--- config.mk ---
export PLATFORM = sky130hd
export DESIGN_NAME = mcc_ctrl_fsm
export DESIGN_NICKNAME = d
export VERILOG_FILES = /design/src/rtl/mcc_pkg.sv /design/src/rtl/mcc_op_decode.sv /design/src/rtl/mcc_next_state.sv /design/src/rtl/mcc_ctrl_decode.sv /design/src/rtl/mcc_ctrl_fsm.sv
export SDC_FILE = /design/constraint.sdc
export NUM_CORES = 1
export LEC_CHECK = 0
export BUFFER_PORTS_ARGS = -buffer_cell sky130_fd_sc_hd__clkbuf_2
export CORE_ASPECT_RATIO = 0.8
export CORE_UTILIZATION = 53
export DETAILED_ROUTE_END_ITERATION = 7
export PLACE_DENSITY_LB_ADDON = 0.1
export SLEW_MARGIN = 20
export SYNTH_ARGS = -nofsm -noshare
export SYNTH_HDL_FRONTEND = slang
export SYNTH_HIERARCHICAL = 1
export SYNTH_SLANG_ARGS = --single-unit
--- constraint.sdc ---
create_clock -name clk -period 5.4 [get_ports clk]
set_input_delay 0.54 -clock clk [delete_from_list [all_inputs] [get_ports clk]]
set_output_delay 0.54 -clock clk [all_outputs]
set_load 0.1 [all_outputs]
--- src/rtl/mcc_pkg.sv ---
package mcc_pkg;

  localparam int ST_W = 4;

  typedef enum logic [ST_W-1:0] {
    S_FETCH    = 4'd0,
    S_DEC_RS   = 4'd1,
    S_DEC_RT   = 4'd2,
    S_ADDR     = 4'd3,
    S_MEM_RD   = 4'd4,
    S_LD_WB    = 4'd5,
    S_MEM_WR   = 4'd6,
    S_R_EXEC   = 4'd7,
    S_R_WB     = 4'd8,
    S_BR_DONE  = 4'd9,
    S_JMP_DONE = 4'd10
  } state_t;

  typedef enum logic [2:0] {
    OC_RTYPE = 3'd0,
    OC_LOAD  = 3'd1,
    OC_STORE = 3'd2,
    OC_BEQ   = 3'd3,
    OC_JUMP  = 3'd4,
    OC_BAD   = 3'd5
  } opclass_t;

  localparam logic [1:0] ALU_ADD  = 2'b00;
  localparam logic [1:0] ALU_SUB  = 2'b01;
  localparam logic [1:0] ALU_FUNC = 2'b10;

  localparam logic [1:0] BSRC_REG  = 2'b00;
  localparam logic [1:0] BSRC_FOUR = 2'b01;
  localparam logic [1:0] BSRC_IMM  = 2'b10;
  localparam logic [1:0] BSRC_SIMM = 2'b11;

  localparam logic [1:0] PCSRC_ALU  = 2'b00;
  localparam logic [1:0] PCSRC_OUT  = 2'b01;
  localparam logic [1:0] PCSRC_JUMP = 2'b10;

  typedef struct packed {
    logic       mem_rd;
    logic       mem_wr;
    logic       addr_sel;
    logic       ir_load;
    logic       pc_load;
    logic       pc_load_cond;
    logic [1:0] pc_src;
    logic       alu_a_sel;
    logic [1:0] alu_b_sel;
    logic [1:0] alu_op;
    logic       rf_wr;
    logic       rf_dst_sel;
    logic       rf_wdata_sel;
    logic       rd_idx_sel;
    logic       a_load;
    logic       b_load;
  } ctrl_t;

endpackage

--- src/rtl/mcc_op_decode.sv ---
module mcc_op_decode
  import mcc_pkg::*;
#(
  parameter int              OP_W      = 6,
  parameter logic [OP_W-1:0] OPC_RTYPE = 6'b000000,
  parameter logic [OP_W-1:0] OPC_LOAD  = 6'b100011,
  parameter logic [OP_W-1:0] OPC_STORE = 6'b101011,
  parameter logic [OP_W-1:0] OPC_BEQ   = 6'b000100,
  parameter logic [OP_W-1:0] OPC_JUMP  = 6'b000010
) (
  input  logic [OP_W-1:0] opcode,
  output opclass_t        opclass
);

  always_comb begin
    if (opcode == OPC_RTYPE)      opclass = OC_RTYPE;
    else if (opcode == OPC_LOAD)  opclass = OC_LOAD;
    else if (opcode == OPC_STORE) opclass = OC_STORE;
    else if (opcode == OPC_BEQ)   opclass = OC_BEQ;
    else if (opcode == OPC_JUMP)  opclass = OC_JUMP;
    else                          opclass = OC_BAD;
  end

endmodule

--- src/rtl/mcc_next_state.sv ---
module mcc_next_state
  import mcc_pkg::*;
(
  input  state_t   state_q,
  input  opclass_t opclass,
  output state_t   state_d
);

  always_comb begin
    state_d = S_FETCH;
    case (state_q)
      S_FETCH:  state_d = S_DEC_RS;
      // load needs only rs; every other code reads rt as well
      S_DEC_RS: state_d = (opclass == OC_LOAD) ? S_ADDR : S_DEC_RT;
      S_DEC_RT: begin
        case (opclass)
          OC_RTYPE: state_d = S_R_EXEC;
          OC_LOAD,
          OC_STORE: state_d = S_ADDR;
          OC_BEQ:   state_d = S_BR_DONE;
          OC_JUMP:  state_d = S_JMP_DONE;
          default:  state_d = S_FETCH;
        endcase
      end
      S_ADDR: begin
        if (opclass == OC_LOAD)       state_d = S_MEM_RD;
        else if (opclass == OC_STORE) state_d = S_MEM_WR;
        else                          state_d = S_FETCH;
      end
      S_MEM_RD: state_d = S_LD_WB;
      S_R_EXEC: state_d = S_R_WB;
      default:  state_d = S_FETCH;
    endcase
  end

endmodule

--- src/rtl/mcc_ctrl_decode.sv ---
module mcc_ctrl_decode
  import mcc_pkg::*;
(
  input  state_t state,
  output ctrl_t  ctrl
);

  always_comb begin
    ctrl = '0;
    case (state)
      S_FETCH: begin
        ctrl.mem_rd    = 1'b1;
        ctrl.addr_sel  = 1'b0;
        ctrl.ir_load   = 1'b1;
        ctrl.pc_load   = 1'b1;
        ctrl.pc_src    = PCSRC_ALU;
        ctrl.alu_a_sel = 1'b0;
        ctrl.alu_b_sel = BSRC_FOUR;
        ctrl.alu_op    = ALU_ADD;
      end
      S_DEC_RS: begin
        ctrl.rd_idx_sel = 1'b0;
        ctrl.a_load     = 1'b1;
      end
      S_DEC_RT: begin
        ctrl.rd_idx_sel = 1'b1;
        ctrl.b_load     = 1'b1;
        ctrl.alu_a_sel  = 1'b0;
        ctrl.alu_b_sel  = BSRC_SIMM;
        ctrl.alu_op     = ALU_ADD;
      end
      S_ADDR: begin
        ctrl.alu_a_sel = 1'b1;
        ctrl.alu_b_sel = BSRC_IMM;
        ctrl.alu_op    = ALU_ADD;
      end
      S_MEM_RD: begin
        ctrl.mem_rd   = 1'b1;
        ctrl.addr_sel = 1'b1;
      end
      S_LD_WB: begin
        ctrl.rf_wr        = 1'b1;
        ctrl.rf_dst_sel   = 1'b0;
        ctrl.rf_wdata_sel = 1'b1;
      end
      S_MEM_WR: begin
        ctrl.mem_wr   = 1'b1;
        ctrl.addr_sel = 1'b1;
      end
      S_R_EXEC: begin
        ctrl.alu_a_sel = 1'b1;
        ctrl.alu_b_sel = BSRC_REG;
        ctrl.alu_op    = ALU_FUNC;
      end
      S_R_WB: begin
        ctrl.rf_wr        = 1'b1;
        ctrl.rf_dst_sel   = 1'b1;
        ctrl.rf_wdata_sel = 1'b0;
      end
      S_BR_DONE: begin
        ctrl.alu_a_sel    = 1'b1;
        ctrl.alu_b_sel    = BSRC_REG;
        ctrl.alu_op       = ALU_SUB;
        ctrl.pc_load_cond = 1'b1;
        ctrl.pc_src       = PCSRC_OUT;
      end
      S_JMP_DONE: begin
        ctrl.pc_load = 1'b1;
        ctrl.pc_src  = PCSRC_JUMP;
      end
      default: ctrl = '0;
    endcase
  end

endmodule

--- src/rtl/mcc_ctrl_fsm.sv ---
module mcc_ctrl_fsm
  import mcc_pkg::*;
#(
  parameter int              OP_W      = 6,
  parameter logic [OP_W-1:0] OPC_RTYPE = 6'b000000,
  parameter logic [OP_W-1:0] OPC_LOAD  = 6'b100011,
  parameter logic [OP_W-1:0] OPC_STORE = 6'b101011,
  parameter logic [OP_W-1:0] OPC_BEQ   = 6'b000100,
  parameter logic [OP_W-1:0] OPC_JUMP  = 6'b000010
) (
  input  logic            clk,
  input  logic            rst,
  input  logic [OP_W-1:0] opcode,
  output logic            mem_rd,
  output logic            mem_wr,
  output logic            addr_sel,
  output logic            ir_load,
  output logic            pc_load,
  output logic            pc_load_cond,
  output logic [1:0]      pc_src,
  output logic            alu_a_sel,
  output logic [1:0]      alu_b_sel,
  output logic [1:0]      alu_op,
  output logic            rf_wr,
  output logic            rf_dst_sel,
  output logic            rf_wdata_sel,
  output logic            rd_idx_sel,
  output logic            a_load,
  output logic            b_load
);

  opclass_t opclass;
  state_t   state_q, state_d, state_out;
  ctrl_t    ctrl_d, ctrl_q;

  mcc_op_decode #(
    .OP_W      (OP_W),
    .OPC_RTYPE (OPC_RTYPE),
    .OPC_LOAD  (OPC_LOAD),
    .OPC_STORE (OPC_STORE),
    .OPC_BEQ   (OPC_BEQ),
    .OPC_JUMP  (OPC_JUMP)
  ) u_op_decode (
    .opcode  (opcode),
    .opclass (opclass)
  );

  mcc_next_state u_next_state (
    .state_q (state_q),
    .opclass (opclass),
    .state_d (state_d)
  );

  // outputs are decoded from the state being entered, then registered
  assign state_out = rst ? S_FETCH : state_d;

  mcc_ctrl_decode u_ctrl_decode (
    .state (state_out),
    .ctrl  (ctrl_d)
  );

  always_ff @(posedge clk) begin
    state_q <= state_out;
    ctrl_q  <= ctrl_d;
  end

  assign mem_rd       = ctrl_q.mem_rd;
  assign mem_wr       = ctrl_q.mem_wr;
  assign addr_sel     = ctrl_q.addr_sel;
  assign ir_load      = ctrl_q.ir_load;
  assign pc_load      = ctrl_q.pc_load;
  assign pc_load_cond = ctrl_q.pc_load_cond;
  assign pc_src       = ctrl_q.pc_src;
  assign alu_a_sel    = ctrl_q.alu_a_sel;
  assign alu_b_sel    = ctrl_q.alu_b_sel;
  assign alu_op       = ctrl_q.alu_op;
  assign rf_wr        = ctrl_q.rf_wr;
  assign rf_dst_sel   = ctrl_q.rf_dst_sel;
  assign rf_wdata_sel = ctrl_q.rf_wdata_sel;
  assign rd_idx_sel   = ctrl_q.rd_idx_sel;
  assign a_load       = ctrl_q.a_load;
  assign b_load       = ctrl_q.b_load;

  AST_RESET_FETCH: assert property (@(posedge clk) disable iff (rst)
    $past(rst) |-> (ir_load && pc_load && mem_rd && !rf_wr && !mem_wr));
  AST_A_AFTER_FETCH: assert property (@(posedge clk) disable iff (rst)
    a_load |-> $past(ir_load));
  AST_B_AFTER_A: assert property (@(posedge clk) disable iff (rst)
    b_load |-> ($past(a_load) && rd_idx_sel));
  AST_LOAD_SKIPS_RT: assert property (@(posedge clk) disable iff (rst)
    (mem_rd && addr_sel) |-> ($past(a_load, 2) && $past(alu_b_sel) == BSRC_IMM));
  AST_LOAD_WB_RETURN: assert property (@(posedge clk) disable iff (rst)
    (rf_wr && rf_wdata_sel) |=> ir_load);
  AST_STORE_AFTER_ADDR: assert property (@(posedge clk) disable iff (rst)
    mem_wr |-> ($past(alu_b_sel) == BSRC_IMM && $past(b_load, 2)));
  AST_RTYPE_WB_RETURN: assert property (@(posedge clk) disable iff (rst)
    (rf_wr && rf_dst_sel) |-> ($past(alu_op) == ALU_FUNC));
  AST_BRANCH_RETURN: assert property (@(posedge clk) disable iff (rst)
    pc_load_cond |=> ir_load);
  AST_JUMP_RETURN: assert property (@(posedge clk) disable iff (rst)
    (pc_load && pc_src == PCSRC_JUMP) |=> ir_load);
  AST_MEM_EXCL: assert property (@(posedge clk) disable iff (rst)
    !(mem_rd && mem_wr));

endmodule

Word-level counts from Yosys, hierarchy flattened
Cells that the tools add are included.

word-level totals
  register bits after elaboration = 22
  output and inout bits = 19
  word-level logic and storage cells = 69

operators by class
  reduce and logical (&&, ||, !) cells = 8
  muxes and demuxes = 22
  equality and inequality tests = 23

operators with widths
  kind                                                                    count
  5-bit case mux with 5 select lines                                      1
  4-bit by 3-bit equality test with 1-bit output (second input constant)  6
  4-bit case mux with 6 select lines                                      1
  4-bit by 2-bit equality test with 1-bit output (second input constant)  4
  4-bit case mux with 4 select lines                                      1
  3-bit two-way mux                                                       5
  4-bit equality test (second input constant)                             3
  6-bit equality test (second input constant)                             2
  1-bit two-way mux                                                       10
  4-bit by 1-bit equality test with 1-bit output (second input constant)  2
  4-bit logical NOT                                                       2
  4-bit two-way mux                                                       2
  2-bit OR reduction                                                      4
  3-bit by 2-bit equality test with 1-bit output (second input constant)  2
  6-bit by 2-bit equality test with 1-bit output (second input constant)  1
  6-bit by 3-bit equality test with 1-bit output (second input constant)  1
  6-bit logical NOT                                                       1
  3-bit case mux with 2 select lines                                      1
  2-bit case mux with 2 select lines                                      1
  3-bit by 1-bit equality test with 1-bit output (second input constant)  1
  3-bit equality test (second input constant)                             1
  3-bit logical NOT                                                       1

Depth between registers and ports, before layout
  word-level depth = 14
  mapped depth = 10
  depth with buffers taken out = 8

Hierarchy
Netlist, hierarchy kept.

by module, submodules not included
  module           instances  seq. area each (µm²)  area an instance (µm²)  cells an instance
  mcc_ctrl_fsm     1          460.4                 485.5                   27
  mcc_ctrl_decode  1          0.0                   197.7                   31
  mcc_next_state   1          0.0                   155.1                   23
  mcc_op_decode    1          0.0                   76.3                    9

Worst setup path before layout
Ideal clock, no wire load.

  kind = input-to-reg
  from = input opcode[5]
  to = register ctrl_q (netlist bit rf_wr)
  arrival time = 2,736 ps
  path slack = 2,541 ps
  stages on the path = 9
  path buffers = 1
  cell sequence = or4_4 > o32ai_2 > a21oi_1 > or4_1 > a21oi_1 > nor2b_1 > buf_2 > nand2b_1 > o22ai_2

RTL lines
  what                    line                RTL
  start: declaration      mcc_ctrl_fsm.sv:13  input logic [OP_W-1:0] opcode,
  end signal: assignment  mcc_ctrl_fsm.sv:64  ctrl_q <= ctrl_d;
  end: declaration        mcc_ctrl_fsm.sv:34  ctrl_t ctrl_d, ctrl_q;

==> impl_metrics.csv <==
group,metric,value,unit
timing,fmaxAchievable,306,MHz
clocking,htree_levels,1,
drt,drt_first_pass_iters,4,
global_route,track_usage,0.191,
global_route,grt.busiest_layer,"met2",
die,core-area,1630,um2
clocking,cts-root-buf,"clkbuf_4",
worst_setup_path,worst_ep_arrival_time,3.49,ns
global_route,grt_pass1_vias,593,
yosys,ys_seq_area_frac,0.503,
clocking,numCtsBuffers,3,
clocking,ctsHoldBuffers,0,
die,initial_core_util,0.562,
worst_setup_path,rrSetupSlack,3.05,ns
yosys,yosys.area.top_type_share,0.503,
worst_setup_path,slowest_delay,0.73,ns
timing,worst_pin_slew,0.910,ns
yosys,synth_nets,98,
worst_setup_path,cp_data_required_time,5.63,ns
global_route,grt_max_degree,14,
place,dp_hpwl,1.21,mm
drt,wire_per_inst,12.1,um
yosys,synthArstFlopShare,0,
power,power_density,372,nW/um2
yosys,postSynthCellCount,90,
clocking,clk_pin_slew_worst_paths,0.11,ns
die,dieHeight,39.2,um
clocking,clock_latency,0.30,ns
cells_and_area,fillers,155,
cells_and_area,stdcell_count,135,
drt,vias,706,
drt,drtAntennaViolNets,0,
die,dieArea,1900,um2
run,cap_violations,0,
yosys,yosys.area.top_type,"dfxtp_1",
global_route,grt_pass1_wl,2.64,mm
timing,period_share,0.605,
place,place_congestion,0.700,
global_route,met3_usage,0.0588,
timing,finalSetupTns,0,ns
global_route,grtUsageMet1,0.239,
clocking,postCtsSetupBuffers,0,
clocking,cts.sinks,23,
power,vdd_drop_max,0.282,mV
yosys,synth_edf_count,0,
worst_setup_path,critPathKind,"input pin to register",
worst_setup_path,path_common_cell,"a21oi_1",
clocking,clockBufferDepth,2,
worst_setup_path,r2r_cells,5,
clocking,cts_tree,"built",
yosys,synth_area_leaders,"dfxtp_1 (50%), buf_4 (4.1%), nand2b_1 (3.4%)",
drt,drc_errors,0,
worst_setup_path,slowest_stage,"nor2b_1",
timing,drv_slew,0,
yosys,post_synth_num_cell_types,36,
yosys,ys_ff_latch,23,
cells_and_area,layout_common_cells,"clkbuf_2 (26), dfxtp_1 (23), nor2_1 (8)",
outcome,status,"finished, final reports clean",
timing,rsz0062_at_grt,"false",
cells_and_area,fin_nets,122,
global_route,grt.met2_usage,0.331,
die,die_width,48.4,um
yosys,ys.flop_type,"dfxtp_1",
global_route,antenna_found_initial,0,
drt,routed_wl,1.64,mm
worst_hold_path,hp-class,"input pin to register",
timing,period_minus_slack,3.27,ns
worst_setup_path,startpoint_type,"input pin",
yosys,ys_warn_count,6,
timing,hold_viol_final,0,
global_route,grt_overflow,0,
timing,fin_worst_skew,0.00323,ns
worst_setup_path,crit_fanout,13,
cells_and_area,areaGrowthSynthToFinish,14.9,%
power,p_leak,0.000450,uW
clocking,cts-resized-gates,0,
die,rows,13,
yosys,synth.cell_area,915,um2
drt,via_per_inst,5.23,
place,dp.cells,131,
timing,relSlewSlack,0.392,
worst_hold_path,hold_depth,2,
timing,setup_viol,0,
place,io_buffers,26,
cells_and_area,final_common_cell,"clkbuf_2",
cells_and_area,n_antenna_cell,0,
power,p_total,391,uW
cells_and_area,drive_gt1_frac,0.327,
yosys,synth.avg_cell_area,10.2,um2
drt,drt_iter0_drc,18,
worst_setup_path,end_kind,"register",
die,ios,27,
worst_setup_path,path_cells,"clkbuf_2 > or4_4 > o32ai_2 > a21oi_1 > or4_1 > a21oi_1 > nor2b_1 > nand2b_1 > o22ai_2",
-- metrics by stage --
| stage | worst slack (ns) | cell area, um2 | hold WS [ns] | utilization |
|---|---|---|---|---|
| after floorplan | 2.54 | 915 | 0.571 | - |
| after global placement | 2.04 | 1020 | 0.758 | 0.630 |
| after detailed placement | 1.88 | 1020 | 0.767 | 0.630 |
| after CTS | 2.18 | 1050 | 0.581 | 0.646 |
| after global routing | 1.89 | 1050 | 0.611 | 0.646 |
| final | 2.13 | 1050 | 0.584 | 0.646 |
-- sequential cells by signal (all words and copies together), names as in the netlist --
name	count
mem_wr	1
b_load	1
pc_load	1
rf_wdata_sel	1
rf_dst_sel	1
alu_op	2
mem_rd	1
alu_a_sel	1
ir_load	1
rd_idx_sel	1
a_load	1
rf_wr	1
state_q	4
alu_b_sel	2
pc_src	2
pc_load_cond	1
addr_sel	1
-- final cells by class --
cell class              count  area, um2  share of cell area
flip-flops and latches     23        460               0.438
repair buffers             26        130               0.124
well taps                  22       27.5              0.0262
clock buffers               4       26.3              0.0250
inverters                   3       11.3              0.0107
multi-input cells          57        395               0.376
-- where the power goes --
part | total, uW | switching, uW | leakage (uW) | internal [uW]
Sequential | 190 | 7.62 | 0.000188 | 183
Clock | 72.9 | 44.1 | 0.0000150 | 28.8
Combinational | 128 | 104 | 0.000247 | 24.4
Total | 391 | 155 | 0.000450 | 236
-- synthesized netlist by cell type (2+ instances only) --
cell type  count
a21oi_1        3
buf_2          2
buf_4          5
dfxtp_1       23
inv_1          3
nand2_1        2
nand2b_1       5
nor2_1         8
nor2b_1        5
nor3_1         5
o21ai_0        2
o31ai_1        2
xor2_1         2
-- path summary, 6_finish.rpt --
kind                                 start    endpoint
worst min-delay path                   rst  state_q[1]
worst max register to register  state_q[0]       rf_wr
worst min register to register  state_q[2]  state_q[1]
worst max-delay path             opcode[5]       rf_wr
-- cell families (layout without fill, tap and decap cells) --
kind of cell,after synthesis,after routing,synth area share
AND/OR/NAND/NOR,40,40,0.280
flip-flops,23,23,0.503
AO/OA/AOI/OAI,14,14,0.122
buffers and inverters,10,33,0.0643
XOR/XNOR,2,2,0.0192
multiplexers,1,1,0.0109
-- critical path, delay by kind of cell --
kind / cells / cell delay (ns)
buffers and inverters: 1 / 0.11
and+or+nand+nor: 4 / 1.92
AOI/OAI and AO/OA: 4 / 0.93
-- layer usage --
metal | up-vias | share of wire
met4 | 0 | 0.0043
met3 | 2 | 0.061
met5 | - | 0
met2 | 25 | 0.45
li1 | 363 | -
met1 | 316 | 0.48
No activity file was read; power rests on OpenSTA's default activity.
